**src/rtl/vbn_pkg.sv**
```systemverilog
package vbn_pkg;
  localparam int unsigned POS_W = 16;
  localparam logic [POS_W-1:0] POS_NONE = '1;
endpackage

```
**src/rtl/vbn_status_reg.sv**
```systemverilog
module vbn_status_reg (
  input  logic clk,
  input  logic rst_n,
  input  logic vblank_start,
  input  logic frame_wrap,
  input  logic status_rd,
  input  logic latch_set,
  output logic flag_q,
  output logic field_q,
  output logic latched_q
);
  logic flag_d, field_d, latched_d;
  logic flag_en, field_en, latched_en;

  always_comb begin
    flag_en    = vblank_start | frame_wrap | status_rd;
    flag_d     = vblank_start;
    field_en   = frame_wrap;
    field_d    = ~field_q;
    latched_en = frame_wrap | latch_set;
    latched_d  = ~frame_wrap;
  end

  always_ff @(posedge clk or negedge rst_n) begin
    if (!rst_n) begin
      flag_q    <= 1'b0;
      field_q   <= 1'b0;
      latched_q <= 1'b0;
    end else begin
      if (flag_en)    flag_q    <= flag_d;
      if (field_en)   field_q   <= field_d;
      if (latched_en) latched_q <= latched_d;
    end
  end
endmodule

```
**src/rtl/vbn_trigger.sv**
```systemverilog
module vbn_trigger
  import vbn_pkg::*;
#(
  parameter logic [POS_W-1:0] TRIG_AT = 16'd12
) (
  input  logic             clk,
  input  logic             rst_n,
  input  logic             vblank_start,
  input  logic             frame_wrap,
  input  logic             line_wrap,
  input  logic             nmi_enable,
  input  logic [POS_W-1:0] line_len,
  input  logic [POS_W-1:0] hcount,
  output logic             line_q,
  output logic [POS_W-1:0] pos_q,
  output logic             take
);
  logic             arm;
  logic             armed;
  logic             carry;
  logic             line_d, line_en;
  logic [POS_W-1:0] pos_d;
  logic             pos_en;

  always_comb begin
    arm   = vblank_start & nmi_enable;
    armed = (pos_q != POS_NONE);
    take  = line_q & armed & (hcount == pos_q);
    carry = line_wrap & armed & (pos_q >= line_len);

    line_en = arm | frame_wrap;
    line_d  = arm;

    pos_en = 1'b1;
    if (arm)             pos_d = TRIG_AT;
    else if (frame_wrap) pos_d = POS_NONE;
    else if (take)       pos_d = POS_NONE;
    else if (carry)      pos_d = pos_q - line_len;
    else begin
      pos_d  = pos_q;
      pos_en = 1'b0;
    end
  end

  always_ff @(posedge clk or negedge rst_n) begin
    if (!rst_n) begin
      line_q <= 1'b0;
      pos_q  <= POS_NONE;
    end else begin
      if (line_en) line_q <= line_d;
      if (pos_en)  pos_q  <= pos_d;
    end
  end
endmodule

```
**src/rtl/vbn_nmi_ctrl.sv**
```systemverilog
module vbn_nmi_ctrl
  import vbn_pkg::*;
#(
  parameter int unsigned VER_W      = 4,
  parameter logic [VER_W-1:0] VERSION = 4'd2,
  parameter int unsigned TRIG_BASE  = 6,
  parameter int unsigned TRIG_DELAY = 6
) (
  input  logic             clk,
  input  logic             rst_n,
  input  logic             frame_wrap,
  input  logic             vblank_start,
  input  logic             line_wrap,
  input  logic [POS_W-1:0] line_len,
  input  logic [POS_W-1:0] hcount,
  input  logic             nmi_enable,
  input  logic             status_rd,
  input  logic             latch_set,
  output logic [7:0]       status_byte,
  output logic             nmi_line,
  output logic             nmi_take,
  output logic [POS_W-1:0] trig_pos,
  output logic             field_bit,
  output logic             beam_latched
);
  localparam int unsigned PAD_W = 7 - VER_W;
  localparam logic [POS_W-1:0] TRIG_AT = POS_W'(TRIG_BASE + TRIG_DELAY);

  logic flag;

  vbn_status_reg u_status (
    .clk          (clk),
    .rst_n        (rst_n),
    .vblank_start (vblank_start),
    .frame_wrap   (frame_wrap),
    .status_rd    (status_rd),
    .latch_set    (latch_set),
    .flag_q       (flag),
    .field_q      (field_bit),
    .latched_q    (beam_latched)
  );

  vbn_trigger #(.TRIG_AT(TRIG_AT)) u_trig (
    .clk          (clk),
    .rst_n        (rst_n),
    .vblank_start (vblank_start),
    .frame_wrap   (frame_wrap),
    .line_wrap    (line_wrap),
    .nmi_enable   (nmi_enable),
    .line_len     (line_len),
    .hcount       (hcount),
    .line_q       (nmi_line),
    .pos_q        (trig_pos),
    .take         (nmi_take)
  );

  generate
    if (PAD_W > 0) begin : g_pad
      assign status_byte = {flag, {PAD_W{1'b0}}, VERSION};
    end else begin : g_nopad
      assign status_byte = {flag, VERSION};
    end
  endgenerate
endmodule

```
**config.mk**
```make
export PLATFORM = sky130hd
export DESIGN_NAME = vbn_nmi_ctrl
export DESIGN_NICKNAME = d
export VERILOG_FILES = /design/src/rtl/vbn_pkg.sv /design/src/rtl/vbn_status_reg.sv /design/src/rtl/vbn_trigger.sv /design/src/rtl/vbn_nmi_ctrl.sv
export SDC_FILE = /design/constraint.sdc
export NUM_CORES = 1
export LEC_CHECK = 0
export BUFFER_PORTS_ARGS = -buffer_cell sky130_fd_sc_hd__buf_2
export CAP_MARGIN = 40
export CORE_UTILIZATION = 40
export DETAILED_ROUTE_END_ITERATION = 10
export PLACE_DENSITY = 0.75
export REMOVE_ABC_BUFFERS = 1
export SLEW_MARGIN = 20
export SYNTH_ARGS = -nofsm -noshare
export SYNTH_HDL_FRONTEND = slang
export SYNTH_SLANG_ARGS = --single-unit
```
**constraint.sdc**
```tcl
create_clock -name clk -period 3.14 [get_ports clk]
set_clock_uncertainty 0.15 [all_clocks]
set_input_delay 0.471 -clock clk [delete_from_list [all_inputs] [get_ports clk]]
set_output_delay 0.471 -clock clk [all_outputs]
set_load 0.01 [all_outputs]
```
Word level (Yosys, flattened, before mapping)

Index checks and enable logic that the tools add are counted.

$add $sub $neg: 1
Magnitude comparators: 1
Equal/unequal tests: 2
Muxes and demuxes: 8
Bitwise logic cells: 11
Reduce and logical (&&, ||, !) cells: 2

Operators by type and width:

| operator               | count |
|---|---|
| $mux W16               | 4 |
| $eq A16 B16 Y1         | 1 |
| $ge A16 B16 Y1         | 1 |
| $ne A16 B16 Y1 const B | 1 |
| $sub A16 B16 Y16       | 1 |
| $and A1 B1 Y1          | 5 |
| $mux W1                | 4 |
| $or A1 B1 Y1           | 4 |
| $reduce_bool A4 Y1     | 1 |
| $not A1 Y1             | 2 |
| $reduce_and A2 Y1      | 1 |

Register bits: 20
Input port bits: 40
Word-level logic and storage cells: 30

Depth between registers and ports, before layout

Gate-level depths: netlist of the first run.

Word-level depth: 8
Gate-level depth with buffers: 11
Depth with buffers taken out: 10

Hierarchy

Synthesis of the first run repeated with hierarchy kept, for this count alone.

Cell total of the unflattened synthesis: 257
Area, all modules: 2113.3 µm²

Modules (own cells, without submodules):

| module         | times used | cells an instance | area each (µm²) | seq. area each (µm²) |
|---|---|---|---|---|
| vbn_trigger    | 1          | 239               | 1940.6          | 445.4 |
| vbn_status_reg | 1          | 8                 | 105.1           | 75.1 |
| vbn_nmi_ctrl   | 1          | 10                | 67.6            | 0.0 |

Least setup slack after synthesis of the first run

OpenSTA, ideal clock, no wires.

Path type: input-to-reg
Start: input line_len[0]
End: register u_trig.pos_q[0]
Setup time: 94 ps
Data arrival time: 2371 ps
Data required time: 2896 ps
Path slack: 525 ps
Stages: 9
Path buffers: 0
Path through: ha_1 inv_1 fa_1 a211oi_2 o211ai_2 a211oi_2 o31a_2 nor2_4 a311oi_1

Word-level cells in the longest chain between the ends: 7
Elaborated cells between the ends (all ways): 13
Classes of those cells: add/sub: 1; order compare: 1; mux: 8; bitwise: 1; reduce/logical: 2

RTL lines:

| what                        | RTL line           | text |
|---|---|---|
| from (decl)                 | vbn_nmi_ctrl.sv:14 | `input logic [POS_W-1:0] line_len,` |
| $ge A16 B16 Y1              | vbn_trigger.sv:29  | `carry = line_wrap & armed & (pos_q >= line_len);` |
| $and A1 B1 Y1               | vbn_trigger.sv:29  |  |
| $mux W1                     | vbn_trigger.sv:38  | `else if (carry) pos_d = pos_q - line_len;` |
| $mux W1                     | vbn_trigger.sv:37  | `else if (take) pos_d = POS_NONE;` |
| $mux W1                     | vbn_trigger.sv:36  | `else if (frame_wrap) pos_d = POS_NONE;` |
| $mux W1                     | vbn_trigger.sv:35  | `if (arm) pos_d = TRIG_AT;` |
| $reduce_and A2 Y1 (no line) | -                  |  |
| to (signal assigned)        | vbn_trigger.sv:51  | `if (pos_en) pos_q <= pos_d;` |
| to (decl)                   | vbn_trigger.sv:15  | `output logic [POS_W-1:0] pos_q,` |

Several ways; a longest one is shown, not always the timed one. The select of a mux whose other input is x is not followed.
A chain may end at the register's enable or synchronous reset.

Worst setup path in the final report of the first run

Start: register u_trig.pos_q[0]
End: register u_trig.pos_q[15]

Word-level cells in the longest chain between the ends: 8
Elaborated cells between the ends (all ways): 18
Classes of those cells: add/sub: 1; order compare: 1; eq/ne: 2; mux: 8; bitwise: 4; reduce/logical: 2

RTL lines:

| what |
|---|
| parallel branches: the longest is 8 deep, another holds $ge A16 B16 Y1 |

Parallel ways; which one is timed is not known. The select of a mux whose other input is x is not followed.

==> out/results.txt, run 1 <==
CORE AREA: 0.004848 mm²
CP startpoint kind: flop
Setup WS pre-CTS: 0.1961 ns
CP bufs+invs: 2
Nets: 351
Flop pwr share: 0.305
Logic pwr share: 0.510
Hold crit path type: in -> async
Synth top area share: 0.2027
Routed len/inst: 15.17 µm
Leakage power: 1.096 nW
Post-Synthesis Cell Area: 0.002074 mm²
Syn Inst Count: 238
Commonest cells after routing, fill and taps aside: buf_2, inv_1, xnor2_1, ha_1, dfstp_2
Clk pin slew, worst setup/hold paths: 0.08 ns
Footprint of the multi-input gates: 0.001380 mm²
CTS Root Buffer Type: clkbuf_8
Crit Path Max Fanout: 16
Slowest CP cell: dfstp_2
Relative slew slack: 0.5713
Worst-Skew Late Latency: 0.26 ns
Setup violators final: 0
H-tree depth: 1
Clk pwr share: 0.185
Ratio of cells with drive above 1 in the final layout: 0.3345
Violated checks: negative hold slack
I/O pin total: 68
Site row count: 25
PnR worst setup slack: 0.2494 ns
Worst r2r src: u_trig.pos_q[0]$_DFFE_PN1P_
Seq cells post-synth: 20
Switching power total: 0.5680 mW
Die X: 74.02 µm
Cell taking the most area after synthesis: dfstp_2
Area Overhead vs Synth: 18.64%
Area contributors post-synth: dfstp_2, ha_1, xnor2_1
Starting density of the core: 0.4279
Port buffer count: 60
Net Sw Frac: 0.4138
Max incr delay on CP: 0.59 ns
Antenna cells: 0
Maximum clock frequency: 346.0 MHz
Distinct cells, synth: 49
# hold bufs at CTS: 0
Int Pwr: 0.8046 mW
Slew Viols, Final: 0
1st-iter DRT viols: 159
Clock Sinks: 20
Total CTS buffers: 3
Commonest non-fill, non-tap cell in the layout: buf_2
Vias per inst: 5.486
Ys async rst share: 1.000
Die H: 74.02 µm
First-pass GRT wire length: 8556 µm
Clock Tree Buf Depth: 2
DRT Pass-1 Iters: 4
Pwr dens: 557.7 mW/mm²
Vias: 1975
Total chip power: 1.373 mW
Fin. Hold Viols: 4
Critical path startpoint: u_trig.pos_q[0]$_DFFE_PN1P_
Period utilisation layout: 0.9206
Syn. warnings: 0
CP top delay family: compound AO/OA/AOI/OAI gates
Final Critical Period: 2.891 ns
Finished Cell Area: 0.002461 mm²
CP arrival: 2.90 ns
Synthesized area per cell: 8.716 µm²
WP data required: 3.15 ns
Sequential cell area: 520.5 µm²
Total grt overflow: 0
Gp weighted congestion: 0.8759
Critical path capture point type: flop
Total GRT Usage: 0.2044
Final ANT Viol Nets: 0
Outcome: complete, but fails checks
VDD IR-drop max: 0.0001734 V
Sequential area share after synthesis: 0.2509
Post-CTS resize count: 0
Worst slew pin tran: 0.6431 ns
DP Area: 0.002390 mm²
DP HPWL: 4448 µm
Final Routed Wirelength: 5460 µm
Largest net degree at the start of global routing: 21
Max Cap Viol: 0
Number of enable flip-flop cells after synthesis: 0
RSZ-0062 raised after global routing: false
Vias in the first global route: 1831
Initial antenna violation count: 0
WHS: -0.007532 ns
Post-CTS setup buffers: 0
Number of remaining DRC errors: 0
CTS tree: done
Ys flop type: dfstp_2
Final core occ: 0.5076
Layout fillers: 472
CP cell instances: inv_1 > ha_1 > inv_1 > fa_1 > a211oi_2 > o211ai_2 > a211oi_2 > o31ai_4 > a211oi_1 > a311oi_1
Crit path kind: reg -> reg
Die ar.: 0.005478 mm²
Final setup TNS: 0 ns
-- path summary, 6_finish.rpt --
| kind | end | slack [ns] | cells after the start |
|---|---|---|---|
| max | u_trig.pos_q[15]$_DFFE_PN1P_ | 0.25 | 10 |
| min | u_trig.line_q$_DFFE_PN0P_ | -0.008 | 1 |
| max reg2reg | u_trig.pos_q[15]$_DFFE_PN1P_ | 0.25 | 10 |
| min reg2reg | u_status.field_q$_DFFE_PN0P_ | 0.31 | 1 |
| max in group asynchronous | u_trig.pos_q[7]$_DFFE_PN1P_ | 2.51 | 1 |
| min in group clk | u_status.flag_q$_DFFE_PN0P_ | 0.26 | 2 |
-- cell usage after synthesis, types with 3 or more instances --
cell type / n
nand2_1: 9
nand3_1: 10
a311oi_2: 3
buf_2: 4
a21o_1: 7
o21ai_0: 13
xnor2_1: 18
a311oi_1: 6
inv_1: 24
a31oi_1: 8
xor2_1: 11
a21oi_1: 14
buf_4: 8
ha_1: 16
dfstp_2: 16
nor2_1: 7
nor4_1: 5
a211oi_1: 10
dfrtp_1: 4
nand4_1: 10
-- metal layers --
metal | global-route usage | part of all wire | vias up
met5 | 0 | 0 | -
met4 | 0.05342 | 0.014 | 0
met3 | 0.02033 | 0.055 | 10
met2 | 0.3384 | 0.45 | 78
met1 | 0.2849 | 0.48 | 911
li1 | - | - | 976
-- registers in the layout (all words and copies together) (netlist names) --
register / count
u_status.latched_q: 1
u_status.flag_q: 1
u_trig.line_q: 1
u_status.field_q: 1
u_trig.pos_q: 16
-- worst reg2reg max path, cell delays in order, from the launching register on --
cell and delay [ns]:
dfstp_2 0.59, inv_1 0.06, ha_1 0.21, inv_1 0.08
fa_1 0.23, a211oi_2 0.10, o211ai_2 0.19, a211oi_2 0.14
o31ai_4 0.58, a211oi_1 0.18, a311oi_1 0.30
-- power by group through the flow --
stage / clock network (mW) / logic [mW] / registers [mW]
5_1_grt: 0.269 / 0.775 / 0.424
3_5_place_dp: 0 / 0.693 / 0.420
6_report: 0.253 / 0.700 / 0.419
4_1_cts: 0.257 / 0.697 / 0.416
2_1_floorplan: 0 / 0.486 / 0.415
3_3_place_gp: 0 / 0.679 / 0.418
-- final cells by class --
cell class	count	area share
clock buffer	3	0.01678
timing repair buffer	62	0.1281
tap	67	0.03406
multi-input combinational	183	0.5608
clock inverter	1	0.01220
inverter	24	0.03660
sequential	20	0.2115
-- logic make-up after synthesis --
| group | Yosys count | share of synthesized area |
|---|---|---|
| AO/OA/AOI/OAI | 79 | 0.2901 |
| buffers and inverters | 40 | 0.09289 |
| flip-flops | 20 | 0.2509 |
| adder cells (fa/ha/maj) | 17 | 0.1062 |
| XOR/XNOR | 29 | 0.1224 |
| other | 2 | 0.003620 |
| AND/OR/NAND/NOR | 51 | 0.1339 |
-- through the flow --
| step | std cells | hold slack (ns) |
|---|---|---|
| 3_3_place_gp | 355 | 0.2821 |
| 2_1_floorplan | 227 | 0.02541 |
| 3_5_place_dp | 356 | 0.2844 |
| 5_1_grt | 360 | 0.01594 |
| 4_1_cts | 360 | 0.002397 |
| 6_report | 360 | -0.007532 |
Note: power is estimated with default switching activity, not from simulation.
==> run 2: changes to the inputs <==
ABC_AREA = 1   (was not set)
PLACE_DENSITY = 0.72   (was 0.75)
==> run 2 against run 1 <==
The flow still finishes with violations (negative hold slack). Synthesized area up 28%. Global-route usage increased by 0.69 points. Routed wire length rose by 27%. Largest cell class unchanged. Synthesized cell count up 93%. Combinational power grew 100%. Fmax up 18%. Non-clock buffer count decreased by 2. Utilization down 3.2 points. Sequential cell count is the same. Cell count grew 65%. Power up 60%. First-iteration DRC count shrank 9.4%.
==> out/results.txt, run 2 <==
Net Sw Frac: 0.5160 (+0.1021)
Commonest cells after routing, fill and taps aside: nand2_1, inv_1, buf_2, nand3_1, nor2_1
Worst r2r src: u_trig.pos_q[0]$_DFFE_PN1P_
Port buffer count: 60 (unchanged)
Starting density of the core: 0.4173 (-0.01055)
Relative slew slack: 0.6291 (+0.05786)
Final Routed Wirelength: 6950 µm (+27%)
Terminus of the critical flop-to-flop path: u_trig.pos_q[1]$_DFFE_PN1P_
Ys async rst share: 1.000 (unchanged)
Area contributors post-synth: nand2_1, dfstp_2, inv_1
Outcome: complete, but fails checks
Initial antenna violation count: 0 (unchanged)
Synthesized area per cell: 5.806 µm² (-33%)
Worst-Skew Late Latency: 0.26 ns (about the same)
Hold crit path type: in -> async
Final Critical Period: 2.450 ns (-0.4402 ns)
Setup violators final: 0 (unchanged)
Switching power total: 1.130 mW (+99%)
Worst Reg2Reg Path Length in Cells: 13 (+3)
Commonest non-fill, non-tap cell in the layout: nand2_1
Maximum clock frequency: 408.1 MHz (+18%)
Ys flop type: dfstp_2
CORE AREA: 0.006386 mm² (+32%)
CP Capture Point: u_trig.pos_q[1]$_DFFE_PN1P_
Syn Inst Count: 459 (+93%)
Max Cap Viol: 0 (unchanged)
Number of remaining DRC errors: 0 (unchanged)
Clk pin slew, worst setup/hold paths: 0.07 ns (about the same)
Clock Sinks: 20 (unchanged)
CTS tree: done
Clk pwr share: 0.089 (-0.096)
Setup WS pre-CTS: 0.6646 ns (+0.4685 ns)
Vias: 2775 (+41%)
Max reg flops: 16 (unchanged)
Crit Path Max Fanout: 14 (-2)
DRT Pass-1 Iters: 5 (+1)
I/O pin total: 68 (unchanged)
Critical path startpoint: u_trig.pos_q[0]$_DFFE_PN1P_
Post-CTS resize count: 0 (unchanged)
Slew Viols, Final: 0 (unchanged)
Routed len/inst: 11.72 µm (-23%)
Total CTS buffers: 3 (unchanged)
Int Pwr: 1.060 mW (+32%)
Total chip power: 2.190 mW (+60%)
Biggest register: u_trig.pos_q
Critical path capture point type: flop
Area Overhead vs Synth: 13.94%
Period utilisation layout: 0.7804 (-0.1402)
Number of enable flip-flop cells after synthesis: 0 (unchanged)
CP startpoint kind: flop
Cell taking the most area after synthesis: nand2_1
Seq cells post-synth: 20 (unchanged)
Post-Synthesis Cell Area: 0.002665 mm² (+28%)
Post-CTS setup buffers: 0 (unchanged)
CP arrival: 2.50 ns (-0.40 ns)
Distinct cells, synth: 32 (-35%)
Nets: 574 (+64%)
Leakage power: 1.914 nW (+75%)
Final ANT Viol Nets: 0 (unchanged)
Pwr dens: 721.1 mW/mm² (+29%)
CTS Root Buffer Type: clkbuf_8
Sequential area share after synthesis: 0.1953 (-0.05560)
Flop pwr share: 0.264 (-0.041)
RSZ-0062 raised after global routing: false
Antenna cells: 0 (unchanged)
Gp weighted congestion: 0.8716 (-0.49%)
Violated checks: negative hold slack
PnR worst setup slack: 0.6897 ns (+0.4402 ns)
R2r setup slk: 0.69 ns (+0.44 ns)
Total GRT Usage: 0.2113 (+0.006903)
Syn. warnings: 0 (unchanged)
WP data required: 3.19 ns (+0.04 ns)
# hold bufs at CTS: 0 (unchanged)
Clock Tree Buf Depth: 2 (unchanged)
1st-iter DRT viols: 144 (-9.4%)
Top cell types by occurrence after synthesis: nand2_1, inv_1, nand3_1, nor2_1
First-pass GRT wire length: 12090 µm (+41%)
Fin. Hold Viols: 4 (unchanged)
Vias per inst: 4.680 (-15%)
Logic pwr share: 0.647 (+0.137)
Site row count: 29 (+16%)
Die X: 83.63 µm (+13%)
Ratio of cells with drive above 1 in the final layout: 0.2074 (-0.1271)
Finished Cell Area: 0.003037 mm² (+23%)
Total grt overflow: 0 (unchanged)
VDD IR-drop max: 0.0003580 V (+110%)
Vias in the first global route: 2630 (+44%)
Largest net degree at the start of global routing: 21 (unchanged)
H-tree depth: 1 (unchanged)
DP Area: 0.002982 mm² (+25%)
Synth top area share: 0.2423 (+0.03960)
Worst slew pin tran: 0.5550 ns (-0.08813 ns)
Final setup TNS: 0 ns (unchanged)
Die ar.: 0.006993 mm² (+28%)
Final core occ: 0.4755 (-0.03210)
Die H: 83.63 µm (+13%)
DP HPWL: 5721 µm (+29%)
Crit path kind: reg -> reg
WHS: -0.01144 ns (-0.003903 ns)
Most frequent cell after synthesis: nand2_1
==> run 2: cell type report <==
| class | instances | area (µm²) |
|---|---|---|
| sequential | 20 | 520.5 |
| clock buffer | 4 | 55.05 |
| multi-input combinational | 335 | 1700 |
| inverter | 97 | 364.1 |
| fill | 701 | 3349 |
| tap | 77 | 96.34 |
| timing repair buffer | 60 | 300.3 |
==> run 2: logic make-up after synthesis <==
group,count (synthesis),synth area share
adder cells (fa/ha/maj),17,0.08263
flip-flops,20,0.1953
buffers and inverters,109,0.1737
AO/OA/AOI/OAI,19,0.04929
XOR/XNOR,9,0.02958
other,2,0.002818
AND/OR/NAND/NOR,283,0.4667
==> run 2: power by group through the flow <==
stage                     sequential (mW)  combinational [mW]  clock (mW)
final                               0.579                1.42       0.195
after CTS                           0.581                1.42       0.196
after global placement              0.577                1.39           0
after global routing                0.602                1.63       0.210
after floorplan                     0.558                1.03           0
after detailed placement            0.583                1.41           0
==> run 2: through the flow <==
step / hold WS, ns / instances
finish: -0.01144 / 593
global route: 0.01763 / 593
CTS: 0.002074 / 593
detailed placement: 0.2789 / 589
global placement: 0.2801 / 589
floorplan: 0.02541 / 452
==> run 2: worst min path at each step <==
stage                     startpoint                      endpoint  slack (ns)  depth (start not counted)
final                          rst_n   u_status.flag_q$_DFFE_PN0P_       -0.01                          1
after global routing           rst_n   u_status.flag_q$_DFFE_PN0P_        0.02                          1
after CTS                      rst_n   u_status.flag_q$_DFFE_PN0P_       0.002                          1
after detailed placement       rst_n   u_status.flag_q$_DFFE_PN0P_        0.28                          1
after global placement         rst_n   u_status.flag_q$_DFFE_PN0P_        0.28                          1
after floorplan                rst_n  u_status.field_q$_DFFE_PN0P_        0.03                          0
==> run 2: layer usage <==
metal | GRT usage | routed length, µm | vias up
met2 | 0.3681 | 3260 | 78
li1 | - | - | 1493
met5 | 0 | 0 | -
met3 | 0.01879 | 289 | 9
met4 | 0.04314 | 97 | 0
met1 | 0.2842 | 3302 | 1195
==> run 2: worst max-delay path: stages, from the launching register on <==
cell	delay, ns
dfstp_2	0.40
inv_2	0.07
ha_1	0.16
inv_1	0.08
fa_1	0.41
nand2_1	0.08
nand2_1	0.09
nand3_2	0.10
nand3_2	0.07
nand2_2	0.08
nand2_4	0.07
a21oi_4	0.34
nand3_1	0.16
nand2_1	0.12
